--- config.mk ---
export PLATFORM = sky130hd
export DESIGN_NAME = acc_cpu_core
export DESIGN_NICKNAME = d
export VERILOG_FILES = /design/src/rtl/acc_cpu_pkg.sv /design/src/rtl/acc_cpu_ring.sv /design/src/rtl/acc_cpu_pc.sv /design/src/rtl/acc_cpu_alu.sv /design/src/rtl/acc_cpu_ctrl.sv /design/src/rtl/acc_cpu_core.sv
export SDC_FILE = /design/constraint.sdc
export NUM_CORES = 1
export LEC_CHECK = 0
export BUFFER_PORTS_ARGS = -buffer_cell sky130_fd_sc_hd__buf_2
export CORE_ASPECT_RATIO = 0.7
export CORE_MARGIN = 8
export CORE_UTILIZATION = 40
export DETAILED_ROUTE_END_ITERATION = 10
export PLACE_DENSITY = 0.66
export SETUP_SLACK_MARGIN = 0.02
export SLEW_MARGIN = 15
export SYNTH_ARGS = -nofsm -noshare
export SYNTH_HDL_FRONTEND = slang
export SYNTH_HIERARCHICAL = 1
export SYNTH_SLANG_ARGS = --single-unit
--- constraint.sdc ---
create_clock -name clk -period 8.2 [get_ports clk]
set_input_delay 0.41 -clock clk [delete_from_list [all_inputs] [get_ports clk]]
set_output_delay 0.41 -clock clk [all_outputs]
set_load 0.02 [all_outputs]
--- src/rtl/acc_cpu_pkg.sv ---
package acc_cpu_pkg;

  typedef enum logic [3:0] {
    OPC_MOVE  = 4'h0,
    OPC_ADD   = 4'h1,
    OPC_SUB   = 4'h2,
    OPC_AND   = 4'h3,
    OPC_LOAD  = 4'h4,
    OPC_STORE = 4'h5,
    OPC_ADDM  = 4'h6,
    OPC_SUBM  = 4'h7,
    OPC_JMP   = 4'h8,
    OPC_JZ    = 4'h9,
    OPC_JNZ   = 4'hA
  } opcode_e;

  typedef enum logic [1:0] {
    ALU_PASS = 2'd0,
    ALU_ADD  = 2'd1,
    ALU_SUB  = 2'd2,
    ALU_AND  = 2'd3
  } alu_fn_e;

  localparam int PHASES   = 3;
  localparam int PH_FETCH = 0;
  localparam int PH_DEC   = 1;
  localparam int PH_EXEC  = 2;

endpackage

--- src/rtl/acc_cpu_ring.sv ---
module acc_cpu_ring #(
  parameter int N = 3
) (
  input  logic         clk,
  input  logic         rst_n,
  output logic [N-1:0] phase
);
  localparam logic [N-1:0] START = {{(N-1){1'b0}}, 1'b1};

  always_ff @(posedge clk or negedge rst_n) begin
    if (!rst_n) phase <= START;
    else        phase <= {phase[N-2:0], phase[N-1]};
  end

  AST_PHASE_ONEHOT: assert property (@(posedge clk) disable iff (!rst_n)
    $onehot(phase)) else $error("phase not one-hot");
  AST_PHASE_WRAP: assert property (@(posedge clk) disable iff (!rst_n)
    phase[N-1] |=> phase[0]) else $error("last phase not followed by fetch");
  AST_PHASE_STEP: assert property (@(posedge clk) disable iff (!rst_n)
    phase[0] |=> phase[1]) else $error("fetch not followed by decode");
endmodule

--- src/rtl/acc_cpu_pc.sv ---
module acc_cpu_pc #(
  parameter int AW = 8
) (
  input  logic          clk,
  input  logic          rst_n,
  input  logic          inc,
  input  logic          load,
  input  logic [AW-1:0] load_val,
  output logic [AW-1:0] pc
);
  localparam logic [AW-1:0] ONE = {{(AW-1){1'b0}}, 1'b1};

  function automatic logic [AW-1:0] f_step(input logic [AW-1:0] v);
    return v + ONE;
  endfunction

  logic [AW-1:0] pc_next;

  always_comb begin
    pc_next = pc;
    if (load)     pc_next = load_val;
    else if (inc) pc_next = f_step(pc);
  end

  always_ff @(posedge clk or negedge rst_n) begin
    if (!rst_n) pc <= '0;
    else        pc <= pc_next;
  end

  AST_PC_INC_WRAP: assert property (@(posedge clk) disable iff (!rst_n)
    (inc && !load && pc == '1) |=> pc == '0) else $error("pc did not wrap");
  AST_PC_IDLE_HOLD: assert property (@(posedge clk) disable iff (!rst_n)
    (!inc && !load) |=> $stable(pc)) else $error("pc moved while idle");
endmodule

--- src/rtl/acc_cpu_alu.sv ---
module acc_cpu_alu
  import acc_cpu_pkg::*;
#(
  parameter int DW = 8
) (
  input  alu_fn_e       fn,
  input  logic [DW-1:0] acc,
  input  logic [DW-1:0] opnd,
  output logic [DW-1:0] res
);
  function automatic logic [DW-1:0] f_add(input logic [DW-1:0] a, input logic [DW-1:0] b);
    return a + b;
  endfunction

  function automatic logic [DW-1:0] f_sub(input logic [DW-1:0] a, input logic [DW-1:0] b);
    return a - b;
  endfunction

  always_comb begin
    unique case (fn)
      ALU_ADD: res = f_add(acc, opnd);
      ALU_SUB: res = f_sub(acc, opnd);
      ALU_AND: res = acc & opnd;
      default: res = opnd;
    endcase
  end
endmodule

--- src/rtl/acc_cpu_ctrl.sv ---
module acc_cpu_ctrl
  import acc_cpu_pkg::*;
#(
  parameter int DW = 8
) (
  input  logic [PHASES-1:0] phase,
  input  logic [3:0]        opc,
  input  logic [DW-1:0]     acc,
  output logic              ir_we,
  output logic              pc_inc,
  output logic              pc_load,
  output logic              acc_we,
  output alu_fn_e           alu_fn,
  output logic              opnd_mem,
  output logic              addr_ir,
  output logic              mem_we
);
  logic acc_zero;
  logic is_exec;
  logic writes_acc;
  logic take;
  logic is_store;

  assign acc_zero = (acc == '0);
  assign is_exec  = phase[PH_EXEC];

  always_comb begin
    writes_acc = 1'b0;
    take       = 1'b0;
    is_store   = 1'b0;
    alu_fn     = ALU_PASS;
    opnd_mem   = 1'b0;
    case (opcode_e'(opc))
      OPC_MOVE:  writes_acc = 1'b1;
      OPC_ADD:   begin writes_acc = 1'b1; alu_fn = ALU_ADD; end
      OPC_SUB:   begin writes_acc = 1'b1; alu_fn = ALU_SUB; end
      OPC_AND:   begin writes_acc = 1'b1; alu_fn = ALU_AND; end
      OPC_LOAD:  begin writes_acc = 1'b1; opnd_mem = 1'b1; end
      OPC_ADDM:  begin writes_acc = 1'b1; opnd_mem = 1'b1; alu_fn = ALU_ADD; end
      OPC_SUBM:  begin writes_acc = 1'b1; opnd_mem = 1'b1; alu_fn = ALU_SUB; end
      OPC_STORE: is_store = 1'b1;
      OPC_JMP:   take = 1'b1;
      OPC_JZ:    take = acc_zero;
      OPC_JNZ:   take = !acc_zero;
      default:   ;
    endcase
  end

  assign ir_we   = phase[PH_FETCH];
  assign pc_inc  = phase[PH_FETCH];
  assign addr_ir = !phase[PH_FETCH];
  assign acc_we  = is_exec && writes_acc;
  assign pc_load = is_exec && take;
  assign mem_we  = is_exec && is_store;

  AST_CTRL_EXCLUSIVE: assert final ($countones({acc_we, pc_load, mem_we}) <= 1)
    else $error("more than one execute action");
endmodule

--- src/rtl/acc_cpu_core.sv ---
module acc_cpu_core
  import acc_cpu_pkg::*;
#(
  parameter int DW = 8,
  parameter int AW = 8,
  parameter int IW = 16
) (
  input  logic          clk,
  input  logic          rst_n,
  output logic [AW-1:0] mem_addr,
  input  logic [IW-1:0] mem_rdata,
  output logic [IW-1:0] mem_wdata,
  output logic          mem_we
);
  localparam int OPC_LO = IW - 4;

  logic [PHASES-1:0] phase;
  logic [IW-1:0]     ir;
  logic [DW-1:0]     acc;
  logic [AW-1:0]     pc;
  logic [DW-1:0]     alu_b;
  logic [DW-1:0]     alu_y;
  alu_fn_e           alu_fn;
  logic ir_we, pc_inc, pc_load, acc_we, opnd_mem, addr_ir, store_we;

  acc_cpu_ring #(.N(PHASES)) ring_i (
    .clk(clk), .rst_n(rst_n), .phase(phase)
  );

  acc_cpu_ctrl #(.DW(DW)) ctrl_i (
    .phase(phase), .opc(ir[IW-1:OPC_LO]), .acc(acc),
    .ir_we(ir_we), .pc_inc(pc_inc), .pc_load(pc_load), .acc_we(acc_we),
    .alu_fn(alu_fn), .opnd_mem(opnd_mem), .addr_ir(addr_ir), .mem_we(store_we)
  );

  acc_cpu_pc #(.AW(AW)) pc_i (
    .clk(clk), .rst_n(rst_n), .inc(pc_inc), .load(pc_load),
    .load_val(ir[AW-1:0]), .pc(pc)
  );

  assign alu_b = opnd_mem ? mem_rdata[DW-1:0] : ir[DW-1:0];

  acc_cpu_alu #(.DW(DW)) alu_i (
    .fn(alu_fn), .acc(acc), .opnd(alu_b), .res(alu_y)
  );

  always_ff @(posedge clk or negedge rst_n) begin
    if (!rst_n) ir <= '0;
    else if (ir_we) ir <= mem_rdata;
  end

  always_ff @(posedge clk or negedge rst_n) begin
    if (!rst_n) acc <= '0;
    else if (acc_we) acc <= alu_y;
  end

  assign mem_addr  = addr_ir ? ir[AW-1:0] : pc;
  assign mem_wdata = {{(IW-DW){1'b0}}, acc};
  assign mem_we    = store_we;

  AST_ACC_EXEC_ONLY: assert property (@(posedge clk) disable iff (!rst_n)
    !phase[PH_EXEC] |=> $stable(acc)) else $error("acc changed outside execute");
  AST_IR_FETCH_ONLY: assert property (@(posedge clk) disable iff (!rst_n)
    !phase[PH_FETCH] |=> $stable(ir)) else $error("ir changed outside fetch");
  AST_STORE_ADDR: assert property (@(posedge clk) disable iff (!rst_n)
    mem_we |-> (mem_addr == ir[AW-1:0] && phase[PH_EXEC])) else $error("store address wrong");
  AST_JZ_TAKEN: assert property (@(posedge clk) disable iff (!rst_n)
    (phase[PH_EXEC] && ir[IW-1:OPC_LO] == OPC_JZ && acc == '0) |=> pc == $past(ir[AW-1:0]))
    else $error("jump on zero not taken");
  AST_NOP_QUIET: assert property (@(posedge clk) disable iff (!rst_n)
    (phase[PH_EXEC] && ir[IW-1:OPC_LO] > 4'hA) |-> !mem_we) else $error("unused opcode wrote memory");
endmodule

Word level (Yosys, flattened, before mapping)

Cells that the tools add are included.

Flip-flop bits (word level): 35
Output and inout bits: 25
Input bits: 18

Bitwise gates (word level): 1
Reductions and logical operators: 11
Multiplexer cells: 10
Add/sub/neg operators: 3
Equal/unequal tests: 13

Operators by type and width:

| kind                                          | count |
|---|---|
| two-way mux 8 bit                             | 4 |
| case mux 8 bit (3 select lines)               | 1 |
| == test 4 x 3 -> 1 bit, second input constant | 4 |
| == test 4 bit, second input constant          | 3 |
| adder 8 x 1 -> 8 bit, second input constant   | 1 |
| adder 8 bit                                   | 1 |
| AND 8 bit                                     | 1 |
| == test 4 x 2 -> 1 bit, second input constant | 2 |
| zero test 8 bit                               | 1 |
| subtractor 8 bit                              | 1 |
| OR reduction 7 bit                            | 1 |
| case mux 2 bit (3 select lines)               | 1 |
| == test 2 bit, second input constant          | 2 |
| == test 4 x 1 -> 1 bit, second input constant | 1 |
| zero test 4 bit                               | 1 |
| OR reduction 2 bit                            | 2 |
| logical AND 1 bit                             | 3 |
| two-way mux 1 bit                             | 3 |
| case mux 1 bit (3 select lines)               | 1 |
| OR reduction 3 bit                            | 1 |
| == test 2 x 1 -> 1 bit, second input constant | 1 |
| nonzero test 2 bit                            | 1 |
| zero test 1 bit                               | 1 |

Depth between registers and ports, before layout

Depth in word-level cells: 6
Gate-level depth with buffers: 16

Modules after synthesis

The synthesis kept the hierarchy.

By module, submodules not included:

| module       | area an instance (µm²) | cells an instance | times used |
|---|---|---|---|
| acc_cpu_core | 1,052.3                | 69                | 1 |
| acc_cpu_alu  | 638.1                  | 88                | 1 |
| acc_cpu_pc   | 450.4                  | 49                | 1 |
| acc_cpu_ctrl | 136.4                  | 20                | 1 |
| acc_cpu_ring | 76.3                   | 3                 | 1 |

Worst setup path before layout

No wires, ideal clock.

Kind: reg2reg
From: reg ir[12]
To: reg acc[6]
Arrival: 3.237 ns
Slack: 4.838 ns
Path buffers: 1
Clock period less this slack: 3.362 ns
Required time: 8.075 ns
Stages on the path, launching flop included: 16
Path through: dfrtp_1 > nor2b_1 > nor3b_1 > buf_6 > mux2_2 > inv_1 > ha_1 > mux2_2 > fa_1 > nor2b_1 > o21ai_0 > a21boi_0 > o21ai_0 > mux2i_1 > nand2_1 > mux2_2

Cells in the longest elaborated chain, start to end: 6
Elaborated cells between the ends (all ways): 23

RTL lines:

| element                                                | RTL line                             | RTL |
|---|---|---|
| from (decl)                                            | acc_cpu_core.sv:18                   | `logic [IW-1:0] ir;` |
| from (signal assigned)                                 | acc_cpu_core.sv:49                   | `else if (ir_we) ir <= mem_rdata;` |
| == test 4 x 3 -> 1 bit                                 | acc_cpu_ctrl.sv:33                   | `case (opcode_e'(opc))` |
| OR reduction 3 bit (no source line) *                  | -                                    |  |
| two-way mux 1 bit *                                    | acc_cpu_ctrl.sv:33                   |  |
| named net opnd_mem                                     | acc_cpu_core.sv:24                   | `logic ir_we, pc_inc, pc_load, acc_we, opnd_mem, addr_ir, store_we;` |
| two-way mux 8 bit *                                    | acc_cpu_core.sv:41                   | `assign alu_b = opnd_mem ? mem_rdata[DW-1:0] : ir[DW-1:0];` |
| named net alu_b[0]                                     | acc_cpu_core.sv:21                   | `logic [DW-1:0] alu_b;` |
| subtractor 8 bit / adder 8 bit (equally long branches) | acc_cpu_alu.sv:16, acc_cpu_alu.sv:12 |  |
| case mux 8 bit (3 select lines) *                      | acc_cpu_alu.sv:20                    | `unique case (fn)` |
| named net alu_y[6]                                     | acc_cpu_core.sv:22                   | `logic [DW-1:0] alu_y;` |
| to (signal assigned)                                   | acc_cpu_core.sv:54                   | `else if (acc_we) acc <= alu_y;` |
| to (decl)                                              | acc_cpu_core.sv:19                   | `logic [DW-1:0] acc;` |

Mark *: on every way through the listed nets, which the timed path passes. The rest lies on a longest branch.
A chain may end at the register's enable or synchronous reset.

Final worst setup path

Ends and elaborated chain as after synthesis.

==> flow_summary.yaml <==
sta:
  min_period_over_period_pct: 46.4
  holdWs_ns: 0.176
  final-hold-violation-count: 0
  slew_violations: 0
  timing.final.ws_setup_ns: 4.40
  setup_tns_ns: 0
  finalWorstPathRequiredPeriod_ns: 3.80
  relSlewSlack_pct: 30.0
  setup_viol: 0
  worst_slew_pin_slew_ns: 1.05
  rsz0062_at_grt: "no"
  clock_skew_ns: 0.00273
  fmax_mhz: 263
cts:
  cts_hold_buf: 0
  h-tree-depth: 2
  cts_buffers: 5
  clk-insertion-delay-late_ns: 0.28
  cts_root_buf: "clkbuf_8"
  cts_tree: "yes"
  ctsResizeCount: 0
  path_clk_slew_ns: 0.07
  clkSinkCount: 31
  cts_setup_buffers: 0
  cts_buffer_depth: 2
finish:
  drive_gt1_share_pct: 33.3
  area_growth_pct: 8.88
  final-seq-area_um2: 777
  final_nets: 286
  fin_cells: 330
  multi_input_area_um2: 1400
  final_area_um2: 2560
  fin_util_pct: 45.0
  final.fill_count: 572
  diodes: 0
setup_path:
  r2r_slack_ns: 4.40
  reg2reg_from: "ir[12]"
  crit-reg2reg-capture: "acc[6]"
  crit_fanout: 8
  critPathLaunchType: "register"
  cp.arrival_ns: 3.97
  criticalPathCategory: "register to register"
  required_ns: 8.37
  worstRegToRegCells: 15
  critPathCaptureType: "register"
  critical_path.startpoint: "ir[12]"
  cp-endpoint: "acc[6]"
run_status:
  outcome: "completed"
placement:
  hpwlAfterDp_um: 3740
  place_congestion: 0.838
  place_area_um2: 2480
  place_ws_ns: 4.49
  dpl.cell_count: 322
  io_buffers: 30
logic_synthesis:
  synth_edf_count: 0
  yosys.area.top_type: "dfrtp_1"
  synth_area_leaders: "dfrtp_1 32%, mux2_2 13%, ha_1 6.9%"
  yosysSeqAreaShare_pct: 33.0
  yosysWarningCount: 6
  synth_most_common_cell: "dfrtp_1"
  yosys-top-cells-count: "30 x dfrtp_1, 27 x mux2_2, 16 x nand2_1"
  synthDistinctLibCells: 43
  avgSynthCellArea_um2: 10.3
  syn_inst: 229
  synth_flop_cell: "dfrtp_1"
  synth_area_um2: 2350
  synth_top_cell_area_share_pct: 31.9
  synth.ff_latch_count: 31
  async_flop_share_pct: 100
drt:
  wl_per_cell_um: 15.2
  drc: 0
  num_vias: 1719
  ant_nets: 0
  drt_wl_total_um: 5020
  drt_iter0_drc: 95
  dr.pass1.iters: 4
  viasPerCell: 5.21
floorplanning:
  io_pins: 43
  rows: 23
  dieHeight_um: 80.2
  initial_utilization_pct: 41.3
  die_w_um: 108
  core_um2: 5700
  dieArea_um2: 8630
global_route:
  use_met3_pct: 3.76
  grt_pass1_wl_um: 8230
  grt_pass1_vias: 1662
  grt.total_usage_pct: 11.9
  met2_usage_pct: 17.3
  gr-usage-met1_pct: 16.7
  gr-total-overflow: 0
  antenna_found_initial: 0
  grt_max_degree: 32
  top_usage_layer: "met2"
power_and_ir_drop:
  power_density_nw_per_um2: 110
  p_leak_nw: 1.24
  peakVddDrop_v: 0.0000541
  total_power_mw: 0.283
flow_run:
  maxCapViolations: 0
hold_path:
  holdCritPathClass: "primary input to asynchronous set/reset pin"
==> final cells by class <==
class	instances	share of cell area, %
Clock buffer	6	2.83
Clock inverter	2	0.488
Inverter	14	2.05
Multi-Input combinational cell	171	54.5
Sequential cell	31	30.3
Tap cell	75	3.66
Timing Repair Buffer	31	6.15
==> cell families after synthesis <==
kind of cell | count (synthesis) | share of synthesized area [%]
flip-flops | 31 | 33.0
other | 1 | 0.159
multiplexers | 39 | 20.1
AO/OA/AOI/OAI | 41 | 10.9
buffers and inverters | 34 | 8.77
AND/OR/NAND/NOR | 55 | 14.0
adder cells (fa/ha/maj) | 14 | 7.76
XOR/XNOR | 14 | 5.21
==> cells in the final DEF (no fill, tap or decap), types with 2 or more instances in the layout <==
cell / n
ha_1: 13
nor3b_1: 4
xnor2_1: 8
mux2_4: 10
conb_1: 8
o21ai_1: 2
clkbuf_8: 5
nand2b_1: 2
o22ai_1: 4
nor2_1: 6
xor2_1: 6
nand4_1: 2
nor4_2: 3
nand2_1: 16
mux2i_1: 2
nand3b_1: 2
dfrtp_1: 30
or4_1: 3
a31oi_1: 2
nor2b_1: 7
mux2_2: 27
inv_1: 14
buf_2: 30
o21ai_0: 8
a21oi_1: 13
a21o_1: 3
nand3_1: 6
==> registers in the layout, summed over array words and instances, names as in the netlist <==
signal        cells
ir               12
acc               8
pc_i/pc           8
ring_i/phase      3
==> how the worst min path moves through the flow <==
stage | to | depth (start not counted)
after floorplan | acc[0] | 0
after global placement | ring_i/phase[2] | 0
after detailed placement | ring_i/phase[2] | 0
after CTS | ir[7] | 1
after global routing | pc_i/pc[5] | 1
final | ir[7] | 1
==> layer usage <==
metal	share of wire (%)	vias to the layer above
met3	5.5	5
met4	0.66	0
met5	0	-
met1	51	837
met2	43	31
li1	-	846
==> critical path, stage by stage (launching register included) <==
cell      delay, ns
dfrtp_1        0.43
nor2b_1        0.18
nor3b_1        0.23
buf_4          0.22
mux2_2         0.41
inv_1          0.09
ha_1           0.22
mux2_2         0.29
fa_1           0.44
nor2b_1        0.12
o21ai_0        0.10
a21boi_0       0.31
o21ai_0        0.17
mux2i_1        0.17
nand2_1        0.06
mux2_2         0.25
==> power by group <==
group	internal [mW]	switching [mW]
Clock	0.0593	0.0605
Sequential	0.153	0
Combinational	0.00231	0.00767
No activity file was read; power rests on OpenSTA's default activity.
